<file path="src/rtl/dpk_status_pkg.sv">
package dpk_status_pkg;
  localparam int WORD_W   = 18;
  localparam int FIELD_LO = 9;
  localparam int FIELD_W  = WORD_W - FIELD_LO;
  localparam int ERRA_W   = 5;
  localparam int ERRB_W   = 7;
  localparam int ATTN_W   = 8;
  localparam int UNIT_W   = 3;

  typedef enum logic [3:0] {
    OP_TEST_ANY  = 4'd0,
    OP_TEST_ATTN = 4'd1,
    OP_TEST_DONE = 4'd2,
    OP_TEST_ERR  = 4'd3,
    OP_READ_A    = 4'd4,
    OP_READ_B    = 4'd5,
    OP_CLEAR     = 4'd6,
    OP_LOAD_ZERO = 4'd7,
    OP_LOAD_ONE  = 4'd8,
    OP_LOAD_FULL = 4'd9,
    OP_RESET     = 4'd10
  } cmdOp_e;

  typedef struct packed {
    logic ldZero;
    logic ldOne;
    logic ldFull;
    logic clrSts;
    logic devReset;
    logic progErr;
  } statStrobe_t;
endpackage

</file>
<file path="src/rtl/dpk_status_ctrl.sv">
module dpk_status_ctrl
  import dpk_status_pkg::*;
(
  input  logic              cmdValid,
  input  logic [3:0]        cmdOp,
  input  logic              ctlBusy,
  input  logic              flagDone,
  input  logic              flagErr,
  input  logic              flagAttn,
  input  logic [WORD_W-1:0] wordA,
  input  logic [WORD_W-1:0] wordB,
  output statStrobe_t       strobe,
  output logic              skip,
  output logic [WORD_W-1:0] rdData
);
  cmdOp_e op;
  logic   isWrite;

  assign op      = cmdOp_e'(cmdOp);
  assign isWrite = (op == OP_CLEAR) || (op == OP_LOAD_ZERO) ||
                   (op == OP_LOAD_ONE) || (op == OP_LOAD_FULL);

  always_comb begin
    strobe = '0;
    if (cmdValid) begin
      if (op == OP_RESET) begin
        strobe.devReset = 1'b1;
      end else if (isWrite && ctlBusy) begin
        strobe.progErr = 1'b1;
      end else begin
        unique case (op)
          OP_CLEAR:     strobe.clrSts = 1'b1;
          OP_LOAD_ZERO: strobe.ldZero = 1'b1;
          OP_LOAD_ONE:  strobe.ldOne  = 1'b1;
          OP_LOAD_FULL: strobe.ldFull = 1'b1;
          default:      ;
        endcase
      end
    end
  end

  always_comb begin
    skip = 1'b0;
    if (cmdValid) begin
      unique case (op)
        OP_TEST_ANY:  skip = flagDone | flagErr | flagAttn;
        OP_TEST_ATTN: skip = flagAttn;
        OP_TEST_DONE: skip = flagDone;
        OP_TEST_ERR:  skip = flagErr;
        default:      skip = 1'b0;
      endcase
    end
  end

  always_comb begin
    rdData = '0;
    if (cmdValid) begin
      if (op == OP_READ_A)      rdData = wordA;
      else if (op == OP_READ_B) rdData = wordB;
    end
  end
endmodule

</file>
<file path="src/rtl/dpk_status_regs.sv">
module dpk_status_regs
  import dpk_status_pkg::*;
#(
  parameter int NUM_DRIVES = 8
) (
  input  logic                  clk,
  input  logic                  rstN,
  input  statStrobe_t           strobe,
  input  logic [WORD_W-1:0]     cmdData,
  input  logic                  doneSet,
  input  logic [ERRA_W-1:0]     errSetA,
  input  logic [ERRB_W-1:0]     errSetB,
  input  logic [NUM_DRIVES-1:0] attnSet,
  input  logic                  drvAttached,
  input  logic                  drvWriteProt,
  input  logic                  drvSeeking,
  input  logic                  drvCylOver,
  output logic [WORD_W-1:0]     wordA,
  output logic [WORD_W-1:0]     wordB,
  output logic                  flagDone,
  output logic                  flagErr,
  output logic                  flagAttn,
  output logic                  irq,
  output logic [UNIT_W-1:0]     selUnit
);
  localparam int IED_IDX = 2;
  localparam int IEA_IDX = 1;
  localparam int HNF_IDX = 0;
  localparam int PGE_IDX = ERRB_W - 1;

  logic [FIELD_W-1:0] ctlField;
  logic [ERRA_W-1:0]  stickyA;
  logic [ERRB_W-1:0]  stickyB;
  logic [ATTN_W-1:0]  attnField;
  logic               doneR;

  logic [FIELD_W-1:0] dataField;
  logic [FIELD_W-1:0] fieldNext;
  logic [ATTN_W-1:0]  attnSetMap;
  logic [ERRA_W-1:0]  clrMaskA;

  assign dataField = cmdData[WORD_W-1:FIELD_LO];

  // Drive u lands on the attention bit counted down from the top
  for (genvar g = 0; g < ATTN_W; g++) begin : g_attn
    if (g < NUM_DRIVES) begin : g_used
      assign attnSetMap[ATTN_W-1-g] = attnSet[g];
    end else begin : g_unused
      assign attnSetMap[ATTN_W-1-g] = 1'b0;
    end
  end

  always_comb begin
    fieldNext = ctlField;
    if (strobe.ldFull)      fieldNext = dataField;
    else if (strobe.ldZero) fieldNext = ctlField & dataField;
    else if (strobe.ldOne)  fieldNext = ctlField | dataField;
  end

  always_comb begin
    clrMaskA = '1;
    if (strobe.clrSts) clrMaskA[HNF_IDX] = 1'b0;
  end

  always_ff @(posedge clk or negedge rstN) begin
    if (!rstN) begin
      ctlField  <= '0;
      stickyA   <= '0;
      stickyB   <= '0;
      attnField <= '0;
      doneR     <= 1'b0;
    end else if (strobe.devReset) begin
      ctlField  <= '0;
      stickyA   <= '0;
      stickyB   <= '0;
      attnField <= '0;
      doneR     <= 1'b0;
    end else begin
      ctlField  <= fieldNext;
      stickyA   <= (stickyA & clrMaskA) | errSetA;
      stickyB   <= (strobe.clrSts ? '0 : stickyB) | errSetB |
                   (ERRB_W'(strobe.progErr) << PGE_IDX);
      attnField <= attnField | attnSetMap;
      doneR     <= (doneR & ~strobe.clrSts) | doneSet;
    end
  end

  // Conditions of the selected drive, rebuilt every cycle
  logic dynWrLock, dynSeekInc, dynUnsafe, dynSeeking, dynNotRdy;
  assign dynWrLock  = drvWriteProt;
  assign dynUnsafe  = ~drvAttached;
  assign dynSeeking = drvAttached & drvSeeking;
  assign dynNotRdy  = dynUnsafe | dynSeeking;
  assign dynSeekInc = drvAttached & ~drvSeeking & drvCylOver;

  logic errSum;
  assign errSum = (|stickyA) | dynSeekInc | dynUnsafe | (|stickyB);

  assign wordA = {ctlField, stickyA, dynWrLock, dynSeekInc, doneR, errSum};
  assign wordB = {attnField, dynUnsafe, stickyB, dynSeeking, dynNotRdy};

  assign flagDone = doneR;
  assign flagErr  = errSum;
  assign flagAttn = |attnField;
  assign irq      = ((errSum | doneR) & ctlField[IED_IDX]) |
                    ((|attnField) & ctlField[IEA_IDX]);
  assign selUnit  = ctlField[FIELD_W-1 -: UNIT_W];
endmodule

</file>
<file path="src/rtl/dpk_status_unit.sv">
module dpk_status_unit
  import dpk_status_pkg::*;
#(
  parameter int NUM_DRIVES = 8
) (
  input  logic                  clk,
  input  logic                  rstN,
  input  logic                  cmdValid,
  input  logic [3:0]            cmdOp,
  input  logic [17:0]           cmdData,
  input  logic                  ctlBusy,
  input  logic                  doneSet,
  input  logic [4:0]            errSetA,
  input  logic [6:0]            errSetB,
  input  logic [NUM_DRIVES-1:0] attnSet,
  input  logic                  drvAttached,
  input  logic                  drvWriteProt,
  input  logic                  drvSeeking,
  input  logic                  drvCylOver,
  output logic [17:0]           rdData,
  output logic                  skip,
  output logic                  irq,
  output logic [2:0]            selUnit
);
  statStrobe_t       strobe;
  logic [WORD_W-1:0] statusA;
  logic [WORD_W-1:0] statusB;
  logic              flagDone, flagErr, flagAttn;

  dpk_status_ctrl i_ctrl (
    .cmdValid (cmdValid),
    .cmdOp    (cmdOp),
    .ctlBusy  (ctlBusy),
    .flagDone (flagDone),
    .flagErr  (flagErr),
    .flagAttn (flagAttn),
    .wordA    (statusA),
    .wordB    (statusB),
    .strobe   (strobe),
    .skip     (skip),
    .rdData   (rdData)
  );

  dpk_status_regs #(.NUM_DRIVES(NUM_DRIVES)) i_regs (
    .clk          (clk),
    .rstN         (rstN),
    .strobe       (strobe),
    .cmdData      (cmdData),
    .doneSet      (doneSet),
    .errSetA      (errSetA),
    .errSetB      (errSetB),
    .attnSet      (attnSet),
    .drvAttached  (drvAttached),
    .drvWriteProt (drvWriteProt),
    .drvSeeking   (drvSeeking),
    .drvCylOver   (drvCylOver),
    .wordA        (statusA),
    .wordB        (statusB),
    .flagDone     (flagDone),
    .flagErr      (flagErr),
    .flagAttn     (flagAttn),
    .irq          (irq),
    .selUnit      (selUnit)
  );
endmodule

</file>
<file path="config.mk">
export PLATFORM = sky130hd
export DESIGN_NAME = dpk_status_unit
export DESIGN_NICKNAME = d
export VERILOG_FILES = /design/src/rtl/dpk_status_pkg.sv /design/src/rtl/dpk_status_ctrl.sv /design/src/rtl/dpk_status_regs.sv /design/src/rtl/dpk_status_unit.sv
export SDC_FILE = /design/constraint.sdc
export NUM_CORES = 1
export LEC_CHECK = 0
export ABC_AREA = 1
export BUFFER_PORTS_ARGS = -buffer_cell sky130_fd_sc_hd__clkbuf_2
export CORE_MARGIN = 1
export CORE_UTILIZATION = 44
export DETAILED_ROUTE_END_ITERATION = 7
export HOLD_SLACK_MARGIN = 0.05
export PLACE_DENSITY = 0.74
export SYNTH_ARGS = -nofsm -noshare
export SYNTH_HDL_FRONTEND = slang
export SYNTH_SLANG_ARGS = --single-unit
</file>
<file path="constraint.sdc">
create_clock -name clk -period 3.6 [get_ports clk]
set_input_delay 0.72 -clock clk [delete_from_list [all_inputs] [get_ports clk]]
set_output_delay 0.72 -clock clk [all_outputs]
set_load 0.005 [all_outputs]
</file>
; ---- After elaboration in Yosys (flattened, before gate mapping)
; Index checks and enable logic that the tools add are counted.
; W data, S select, Z words.
[word_totals]
wordCells = 73
regBits = 30
in_bits = 51
out_inout_bits = 23
[classes]
n_mux = 25
eq_ne = 10
reduce_logical = 9
n_bitwise = 24
[op_table]
columns = cell, count
row1 = $mux W18, 3
row2 = $mux W9, 4
row3 = $eq A4 B3 Y1 const B, 4
row4 = $mux W7, 2
row5 = $or A7 B7 Y7, 2
row6 = $eq A4 B4 Y1 const B, 3
row7 = $mux W1, 10
row8 = $and A9 B9 Y9, 1
row9 = $or A9 B9 Y9, 1
row10 = $eq A4 B2 Y1 const B, 2
row11 = $mux W4, 2
row12 = $mux W8, 1
row13 = $or A1 B1 Y1, 8
row14 = $or A8 B8 Y8, 1
row15 = $reduce_or A8 Y1, 1
row16 = $reduce_or A7 Y1, 1
row17 = $and A1 B1 Y1, 6
row18 = $mux W6, 1
row19 = $and A5 B5 Y5, 1
row20 = $mux W5, 1
row21 = $or A5 B5 Y5, 1
row22 = $reduce_or A5 Y1, 1
row23 = $eq A4 B1 Y1 const B, 1
row24 = $logic_not A4 Y1, 1
row25 = other kinds (5), 9

; ---- Depth between registers and ports, before layout
; Gate-level depths: netlist of the first run.
[depth]
ltp_word = 12
ltp_mapped = 11
ltp_nobuf = 9

; ---- Modules after synthesis
; From an unflattened synthesis of the first run, not the netlist that was laid out.
[hier_totals]
cells_unflattened = 250
area_unflattened_um2 = 1879.3
[by_module_without_submodules]
columns = mod, seq_area_each_um2, cells_each, instances, area_per_inst_um2
row1 = dpk_status_regs, 750.7, 150, 1, 1313.8
row2 = dpk_status_ctrl, 0.0, 100, 1, 565.5

; ---- Worst setup path before layout of the first run
; OpenSTA, ideal clock, no wires.
[synth_path]
kind = input-to-output
start = input port cmdOp[3]
end = output port rdData[10]
arrival_time_ps = 1515
path_slack_ps = 1365
path_buffers = 1
required_ps = 2880
path_stages = 8
cell_sequence = inv_1 nand2_1 inv_1 nand3_1 clkinv_1 buf_2 nand2_1 a21oi_1
[synth_via]
elab_chain_cells = 4
word_cells_on_any_way = 5
cone_classes = eq/ne: 2 / mux: 3
[synth_lines]
columns = item, line_no
row1 = "start, declared", dpk_status_unit.sv:9  ; input logic [3:0] cmdOp,
row2 = $eq A4 B3 Y1, dpk_status_ctrl.sv:59  ; else if (op == OP_READ_B) rdData = wordB;
row3 = $mux W18, dpk_status_ctrl.sv:59
row4 = $mux W18 *, dpk_status_ctrl.sv:58  ; if (op == OP_READ_A) rdData = wordA;
row5 = $mux W18 *, dpk_status_ctrl.sv:57  ; if (cmdValid) begin
row6 = "end, declared", dpk_status_unit.sv:20  ; output logic [17:0] rdData,
; Every way passes the cells marked *; elsewhere a longest branch is shown, timed or not.

; ---- Worst setup path in the final report of the first run
[layout_path]
start = input port cmdOp[3]
end = output port rdData[0]
; Same word-level chain as after synthesis.

==> impl_metrics.ini, run 1 <==
[status]
outcome = finished, final reports clean

[grt]
grt_pass1_vias = 1697
antenna_found_initial = 0
grt_util_all_layers_pct = 23.3
grt-ovfl-total = 0
grt_max_degree = 31
grt_pass1_wl_um = 7680

[synth]
synth_fa_ha_area_share_pct = 0
synth_compound_area_share_pct = 11.4
synth_top_area_cell = dfrtp_1
synth_fp_nets = 334
synth_top_area_share_pct = 40.7
ys_seq_elements = 30
seq_area_frac_synth_pct = 40.7
syn_inst = 283
synth-simple-area-share_pct = 39.5
synthTopCellsByArea = dfrtp_1, nand2_1, nor2_1, a21oi_1, inv_1
synth_area_mm2 = 0.00184
synth.distinct_cells = 23
syn_avg_cell_area_um2 = 6.52
yosys_warnings = 0
synth_mux_area_share_pct = 0
synth_xor_area_share_pct = 0
synth_top_family_by_area = simple AND/OR/NAND/NOR gates

[layout]
drive_gt1_share_pct = 23.8
nFillCells = 406
regArea_um2 = 751
area_growth_pct = 22.8
fin_area_mm2 = 0.00226
layout.nets = 394
multi_input_area_um2 = 938
antenna_cells = 0

[sta]
fmax_mhz = 369
slew_headroom_pct = 49.9
rsz0062_at_grt = false
period_share_pct = 75.2
final.setup.tns_ns = 0
skew_ns = 0
tightest_slew_ns = 0.752
slew_violations = 0
finalSetupViolations = 0
setup_slack_ns = 0.891
finalCriticalPeriod_ns = 2.71
hold_violations = 0

[clock_network]
cts_sinks = 30
clk_latency_ns = 0.28
clock_path_buffers = 2
cts_hold_buf = 0
numCtsBuffers = 5
cts_tree = built
root_buffer = clkbuf_8
clk_pin_slew_ns = 0.07
cts-resized-gates = 0
post_cts_buffers = 0
cts_max_level = 2

[worst_setup_path]
worstSetupPathType = input pin to output port
reg2reg_depth = 4
cp_data_arrival_time_ns = 1.99
crit_fanout = 18
crit_path_start_kind = input pin
endpoint_kind = output port
rrSetupSlack_ns = 2.60
critPathRequiredTime_ns = 2.88

[die]
die_height_um = 66.7
core_area_mm2 = 0.00400
initial_core_util_pct = 46.1
fp-row-count = 23
die_area_mm2 = 0.00445
io_pins = 74
dieWidth_um = 66.7

[pwr]
p_sw_w = 0.000269
swShare_pct = 29.4
power_density_mw_per_mm2 = 404
p_int_w = 0.000645
ir_drop_v = 0.000236
seq_power_share_pct = 46.3
power.share.clock_pct = 34.7
power_w = 0.000915
p_leak_nw = 1.12
combPwrFrac_pct = 19.0

[routing]
drt_wl_total_um = 4620
viasPerCell = 4.94
routed-via-count = 1945
first_pass_iters = 4
drc = 0
wl_per_cell_um = 11.7
ant_nets = 0
drt_iter0_markers = 132

[placement]
place_area_mm2 = 0.00215
port_buffers = 64
place_ws_ns = 0.904
routabilityCongestion = 0.834
hpwlAfterDp_um = 3390

[flow_run]
max_cap_viol_count = 0

[worst_hold_path]
min_path_type = input pin to asynchronous set/reset pin
==> synth_stat cells <==
library cell,instances
buf_2,4
nand4_2,2
o21ai_1,1
nand4_1,1
o21ai_0,13
a21oi_1,28
or2_2,1
clkbuf_1,2
and2_4,1
nand2_2,2
nand3_1,6
nand2_1,105
inv_1,19
nor2_2,1
nor2_1,56
inv_2,1
buf_4,3
clkinv_1,2
nand3b_1,1
nor3_2,1
dfrtp_1,30
nor2_4,1
buf_6,2
==> power groups by stage <==
stage / registers, W / clock network (W) / logic (W)
4_1_cts: 0.000422 / 0.000324 / 0.000176
6_report: 0.000423 / 0.000317 / 0.000174
2_1_floorplan: 0.000414 / 0 / 0.000123
5_1_grt: 0.000429 / 0.000337 / 0.000206
3_3_place_gp: 0.000425 / 0 / 0.000170
3_5_place_dp: 0.000427 / 0 / 0.000175
==> state kept, by name, summed over array words and instances, names as in the netlist <==
register,flops
i_regs.ctlField,9
i_regs.attnField,8
i_regs.stickyA,5
i_regs.stickyB,7
i_regs.flagDone,1
==> per-layer routing <==
layer | vias up | global-route usage (%) | part of all wire (%)
li1 | 998 | - | -
met1 | 884 | 32.3 | 45
met2 | 58 | 35.7 | 47
met3 | 5 | 5.14 | 6.6
met4 | 0 | 7.45 | 1.0
met5 | - | 0 | 0
==> logic make-up after synthesis <==
kind of cell	after synthesis
AO/OA/AOI/OAI	42
flip-flops	30
buffers and inverters	33
AND/OR/NAND/NOR	178
==> critical path, cell delays in order <==
cell and delay (ns):
clkbuf_2 0.09, inv_1 0.04, nand2_1 0.11, inv_1 0.10, nand3_1 0.08, clkinv_1 0.38, o21ai_0 0.21, a21oi_1 0.10
clkbuf_2 0.15
==> cell type report <==
class,instances,share of cell area [%]
Multi-Input combinational cell,220,41.4
Clock buffer,8,4.86
Tap cell,50,2.76
Inverter,22,3.65
Timing Repair Buffer,64,14.1
Sequential cell,30,33.1
==> cell usage in the layout, fill, tap and decap left out, drive strengths merged <==
master,netlist,layout
nand2,107,107
clkbuf,2,72
nor2,58,58
dfrtp,30,30
a21oi,28,28
inv,20,20
o21ai,14,14
nand3,6,6
nand4,3,3
clkinv,2,2
nand3b,1,1
or2,1,1
nor3,1,1
and2,1,1
==> final timing paths <==
| path | from | endpoint |
|---|---|---|
| worst min-delay path | rstN | i_regs.ctlField[0] |
| worst max-delay path | cmdOp[3] | rdData[0] |
| min in group clk | i_regs.stickyB[4] | i_regs.stickyB[4] |
| worst max register to register | i_regs.ctlField[7] | i_regs.ctlField[7] |
| worst min register to register | i_regs.stickyB[4] | i_regs.stickyB[4] |
| max in group asynchronous | rstN | i_regs.stickyA[0] |
==> stage by stage <==
step	utilization (%)	hold slack, ns	instances
floorplan	-	0.424	283
global placement	53.9	0.506	386
detailed placement	53.9	0.517	386
CTS	56.6	0.519	394
global route	56.6	0.547	394
finish	56.6	0.491	394
Note: power is estimated with default switching activity, not from simulation.
==> run 2: changes to the inputs <==
--- a/config.mk
+++ b/config.mk
@@ -11,7 +11,7 @@
 export CORE_UTILIZATION = 44
 export DETAILED_ROUTE_END_ITERATION = 7
 export HOLD_SLACK_MARGIN = 0.05
-export PLACE_DENSITY = 0.74
+export PLACE_DENSITY = 0.77
 export SYNTH_ARGS = -nofsm -noshare
 export SYNTH_HDL_FRONTEND = slang
 export SYNTH_SLANG_ARGS = --single-unit
==> constraint.sdc (replaced) <==
create_clock -name clk -period 2.2 [get_ports clk]
set_input_delay 0.44 -clock clk [delete_from_list [all_inputs] [get_ports clk]]
set_output_delay 0.44 -clock clk [all_outputs]
set_load 0.005 [all_outputs]
==> run 2 against run 1 <==
Net effect: clock power up 63%; power up 64%; critical path depth unchanged; cell area up 1.8%; final cell count up 1.3%; clock skew unchanged; wire length down 1.3%; register-to-register slack worse by 1.4 ns; largest cell class unchanged; largest power group unchanged.
==> impl_metrics.ini, run 2 (synthesized netlist as in run 1, its figures left out) <==
[die]
die_height_um = 66.7
dieWidth_um = 66.7
fp-row-count = 23
initial_core_util_pct = 46.1
die_area_mm2 = 0.00445
core_area_mm2 = 0.00400
io_pins = 74

[clock_network]
cts_max_level = 2
cts_sinks = 30
clock_path_buffers = 2
root_buffer = clkbuf_8
clk_pin_slew_ns = 0.06
cts_tree = built
clk_latency_ns = 0.28
cts_hold_buf = 0
numCtsBuffers = 5

[sta]
finalCriticalPeriod_ns = 2.04
rsz0062_at_grt = false
finalSetupViolations = 0
fmax_mhz = 490
period_share_pct = 92.8
slew_headroom_pct = 49.4
slew_violations = 0
skew_ns = 0
tightest_slew_ns = 0.759
final.setup.tns_ns = 0
whs_ns = 0.212
hold_violations = 0

[layout]
drive_gt1_share_pct = 25.2
final_cell_mix = nand2_1, clkbuf_2, nor2_1
regMostFlops = i_regs.ctlField
antenna_cells = 0
top_regs = i_regs.ctlField: 9 flops, i_regs.attnField: 8 flops, i_regs.stickyB: 7 flops
fin_area_mm2 = 0.00231
layout.nets = 399
largest_reg_flops = 9
mostFrequentLayoutCell = nand2_1
area_growth_pct = 25.0

[placement]
routabilityCongestion = 0.842
hpwlAfterDp_um = 3450
port_buffers = 64
place_area_mm2 = 0.00219

[routing]
drt_iter0_markers = 102
viasPerCell = 4.90
drt_wl_total_um = 4560
first_pass_iters = 4
routed-via-count = 1954
drc = 0
wl_per_cell_um = 11.4
ant_nets = 0

[worst_setup_path]
critPathRequiredTime_ns = 1.76
endpoint_kind = output port
cp_data_arrival_time_ns = 1.60
worstSetupPathType = input pin to output port
max_stage_delay_ns = 0.24
crit_fanout = 18
r2r-start = i_regs.ctlField[7]
crit_path_start_kind = input pin
cp_cell_sequence = clkbuf_2 -> inv_1 -> nand2_1 -> inv_1 -> nand3_1 -> clkinvlp_4 -> o21ai_0 -> a21oi_1 -> clkbuf_2
startpoint = cmdOp[3]
worst_path_max_delay_cell = clkinvlp_4

[flow_run]
max_cap_viol_count = 0

[grt]
grt-ovfl-total = 0
grt_pass1_vias = 1766
grt_max_degree = 31
antenna_found_initial = 0
grt_util_all_layers_pct = 22.9
grt_pass1_wl_um = 7560

[pwr]
p_leak_nw = 1.14
power_density_mw_per_mm2 = 649
ir_drop_v = 0.000434

[worst_hold_path]
min_path_type = input pin to asynchronous set/reset pin

[status]
outcome = finished, final reports clean
==> run 2: changes by cell type in the layout (fill, tap and decap cells not counted) <==
cell / previous run / this run
buf_4: 0 / 5
clkinv_1: 2 / 1
clkinvlp_4: 0 / 1
==> run 2: cell type report <==
class	count	area, µm²
timing repair buffer	69	358
fill	408	1690
sequential	30	751
clock buffer	8	110
inverter	22	86.3
multi-input combinational	220	938
tap	50	62.6
==> run 2: path summary, 6_finish.rpt <==
check | end | slack, ns | cells after the start
worst max-delay path | rdData[0] | 0.16 | 9
worst min-delay path | i_regs.ctlField[6] | 0.21 | 1
worst max register to register | i_regs.ctlField[7] | 1.21 | 4
worst min register to register | i_regs.attnField[3] | 0.53 | 2
max in group asynchronous | i_regs.stickyB[4] | 1.49 | 1
min in group clk | i_regs.stickyB[0] | 0.37 | 3
==> run 2: what timing repair did <==
item                       in CTS  in global routing
setup endpoints to repair       0                 18
resized for setup               0                  1
setup buffers                   0                  0
==> run 2: critical path: cells and delay by family <==
kind	cells	cell delay, ns
compound gates	2	0.29
buf+inv	5	0.65
simple gates	2	0.21
==> run 2: layer usage <==
metal | up-vias | track usage (%) | wire length (µm)
met5 | - | 0 | 0
met4 | 0 | 9.31 | 98
li1 | 1011 | - | -
met2 | 51 | 36.5 | 2100
met1 | 881 | 29.8 | 2120
met3 | 11 | 4.97 | 240
==> run 2: stage by stage <==
step	power [W]	worst slack, ns	util [%]	std cells
global placement	0.000976	0.123	54.8	391
detailed placement	0.000988	0.102	54.8	391
global route	0.00160	0.00783	57.6	399
CTS	0.00151	0.0961	57.6	399
finish	0.00150	0.159	57.6	399
floorplan	0.000878	0.525	-	283
==> run 2: power by group <==
part	internal [W]	switching [W]	total, W
registers	0.000617	0.0000751	0.000692
logic	0.000127	0.000162	0.000289
clock network	0.000315	0.000201	0.000516
==> run 3: changes to the inputs <==
--- a/config.mk
+++ b/config.mk
@@ -11,7 +11,7 @@
 export CORE_UTILIZATION = 44
 export DETAILED_ROUTE_END_ITERATION = 7
 export HOLD_SLACK_MARGIN = 0.05
-export PLACE_DENSITY = 0.77
+export PLACE_DENSITY = 0.74
 export SYNTH_ARGS = -nofsm -noshare
 export SYNTH_HDL_FRONTEND = slang
 export SYNTH_SLANG_ARGS = --single-unit
==> constraint.sdc (replaced) <==
create_clock -name clk -period 2.6 [get_ports clk]
set_input_delay 0.52 -clock clk [delete_from_list [all_inputs] [get_ports clk]]
set_output_delay 0.52 -clock clk [all_outputs]
set_load 0.02 [all_outputs]
==> run 3 against run 2 <==
Net effect: clock skew is the same; flip-flop and latch count stayed put; hold slack better by 0.073 ns; clock power is 14% lower; combinational power shrank 4%; non-clock buffer count is the same.
==> impl_metrics.ini, run 3 (synthesized netlist as in run 1, its figures left out) <==
[status]
outcome = finished, final reports clean

[sta]
hold_violations = 0
slew_violations = 0
tightest_slew_ns = 0.742
finalCriticalPeriod_ns = 2.21
period_share_pct = 84.9
finalSetupViolations = 0
setup_slack_ns = 0.392
slew_headroom_pct = 50.5
fmax_mhz = 453
skew_ns = 0
rsz0062_at_grt = false
final.setup.tns_ns = 0
whs_ns = 0.285

[clock_network]
cts_sinks = 30
clk_latency_ns = 0.28
cts_tree = built
cts-resized-gates = 0
clock_path_buffers = 2
post_cts_buffers = 0
cts_max_level = 2
clk_pin_slew_ns = 0.07
root_buffer = clkbuf_8
cts_hold_buf = 0
numCtsBuffers = 5

[pwr]
p_leak_nw = 1.15
power_density_mw_per_mm2 = 564
power_w = 0.00131
ir_drop_v = 0.000339

[worst_setup_path]
crit_fanout = 18
path_buf_inv = 6
critPathRequiredTime_ns = 2.08
endpoint_kind = output port
worst_path_max_delay_cell = buf_4
worstSetupPathType = input pin to output port
cp_cell_sequence = clkbuf_2 -> inv_1 -> nand2_1 -> inv_1 -> nand2_1 -> clkinv_1 -> buf_4 -> nand2_1 -> a21oi_1 -> clkbuf_2
path_common_cell = nand2_1
critPathTopFamily = buffers and inverters
max_stage_delay_ns = 0.21
crit_path_start_kind = input pin
cp_data_arrival_time_ns = 1.69

[routing]
drt_iter0_markers = 103
drt_wl_total_um = 4630
first_pass_iters = 4
ant_nets = 0
routed-via-count = 1954
viasPerCell = 4.90
wl_per_cell_um = 11.6
drc = 0

[placement]
port_buffers = 64
place_area_mm2 = 0.00220
place_ws_ns = 0.390
hpwlAfterDp_um = 3410
routabilityCongestion = 0.855

[grt]
grt_pass1_wl_um = 7280
grt_max_degree = 31
grt-ovfl-total = 0
grt_pass1_vias = 1639
grt_util_all_layers_pct = 22.2
antenna_found_initial = 0

[layout]
area_growth_pct = 25.5
final_cell_mix = nand2_1, clkbuf_2, nor2_1
nFillCells = 424
mostFrequentLayoutCell = nand2_1
layout.nets = 399
drive_gt1_share_pct = 24.9
antenna_cells = 0
largest_reg_flops = 9
regMostFlops = i_regs.ctlField
top_regs = i_regs.ctlField: 9 flops, i_regs.attnField: 8 flops, i_regs.stickyB: 7 flops
fin_area_mm2 = 0.00231

[die]
initial_core_util_pct = 46.1
die_area_mm2 = 0.00445
die_height_um = 66.7
core_area_mm2 = 0.00400
dieWidth_um = 66.7
fp-row-count = 23
io_pins = 74

[worst_hold_path]
min_path_type = input pin to asynchronous set/reset pin

[flow_run]
max_cap_viol_count = 0
-- run 3: final timing paths --
kind	startpoint	to	slack, ns	cells after the start
max	cmdOp[3]	rdData[9]	0.39	10
min	rstN	i_regs.stickyB[3]	0.29	1
max reg2reg	i_regs.ctlField[7]	i_regs.ctlField[7]	1.59	4
min reg2reg	i_regs.attnField[5]	i_regs.attnField[5]	0.53	2
max in group asynchronous	rstN	i_regs.attnField[7]	1.84	1
min in group clk	errSetB[1]	i_regs.stickyB[1]	0.45	3
-- run 3: final cells by class --
| type | instances | area, µm² | area share, % |
|---|---|---|---|
| clock buffer | 8 | 110 | 4.76 |
| inverter | 22 | 82.6 | 3.57 |
| multi-input combinational | 220 | 938 | 40.5 |
| tap | 50 | 62.6 | 2.70 |
| timing repair buffer | 69 | 370 | 16.0 |
| sequential | 30 | 751 | 32.4 |
-- run 3: metrics by stage --
step | util [%] | instances
after floorplan | - | 283
after global placement | 55.1 | 391
after detailed placement | 55.1 | 391
after CTS | 57.9 | 399
after global routing | 57.9 | 399
final | 57.9 | 399
-- run 3: report_power, final --
group          total, W  internal (W)  switching (W)  leakage (nW)
logic          0.000277      0.000108       0.000169         0.789
registers      0.000585      0.000522      0.0000626         0.303
clock network  0.000443      0.000267       0.000177        0.0575
-- run 3: routing by layer --
layer / vias up / global-route usage [%] / part of all wire [%]
li1: 1005 / - / -
met1: 878 / 30.4 / 47
met2: 67 / 33.5 / 45
met3: 4 / 7.02 / 7.7
met4: 0 / 6.38 / 0.71
met5: - / 0 / 0
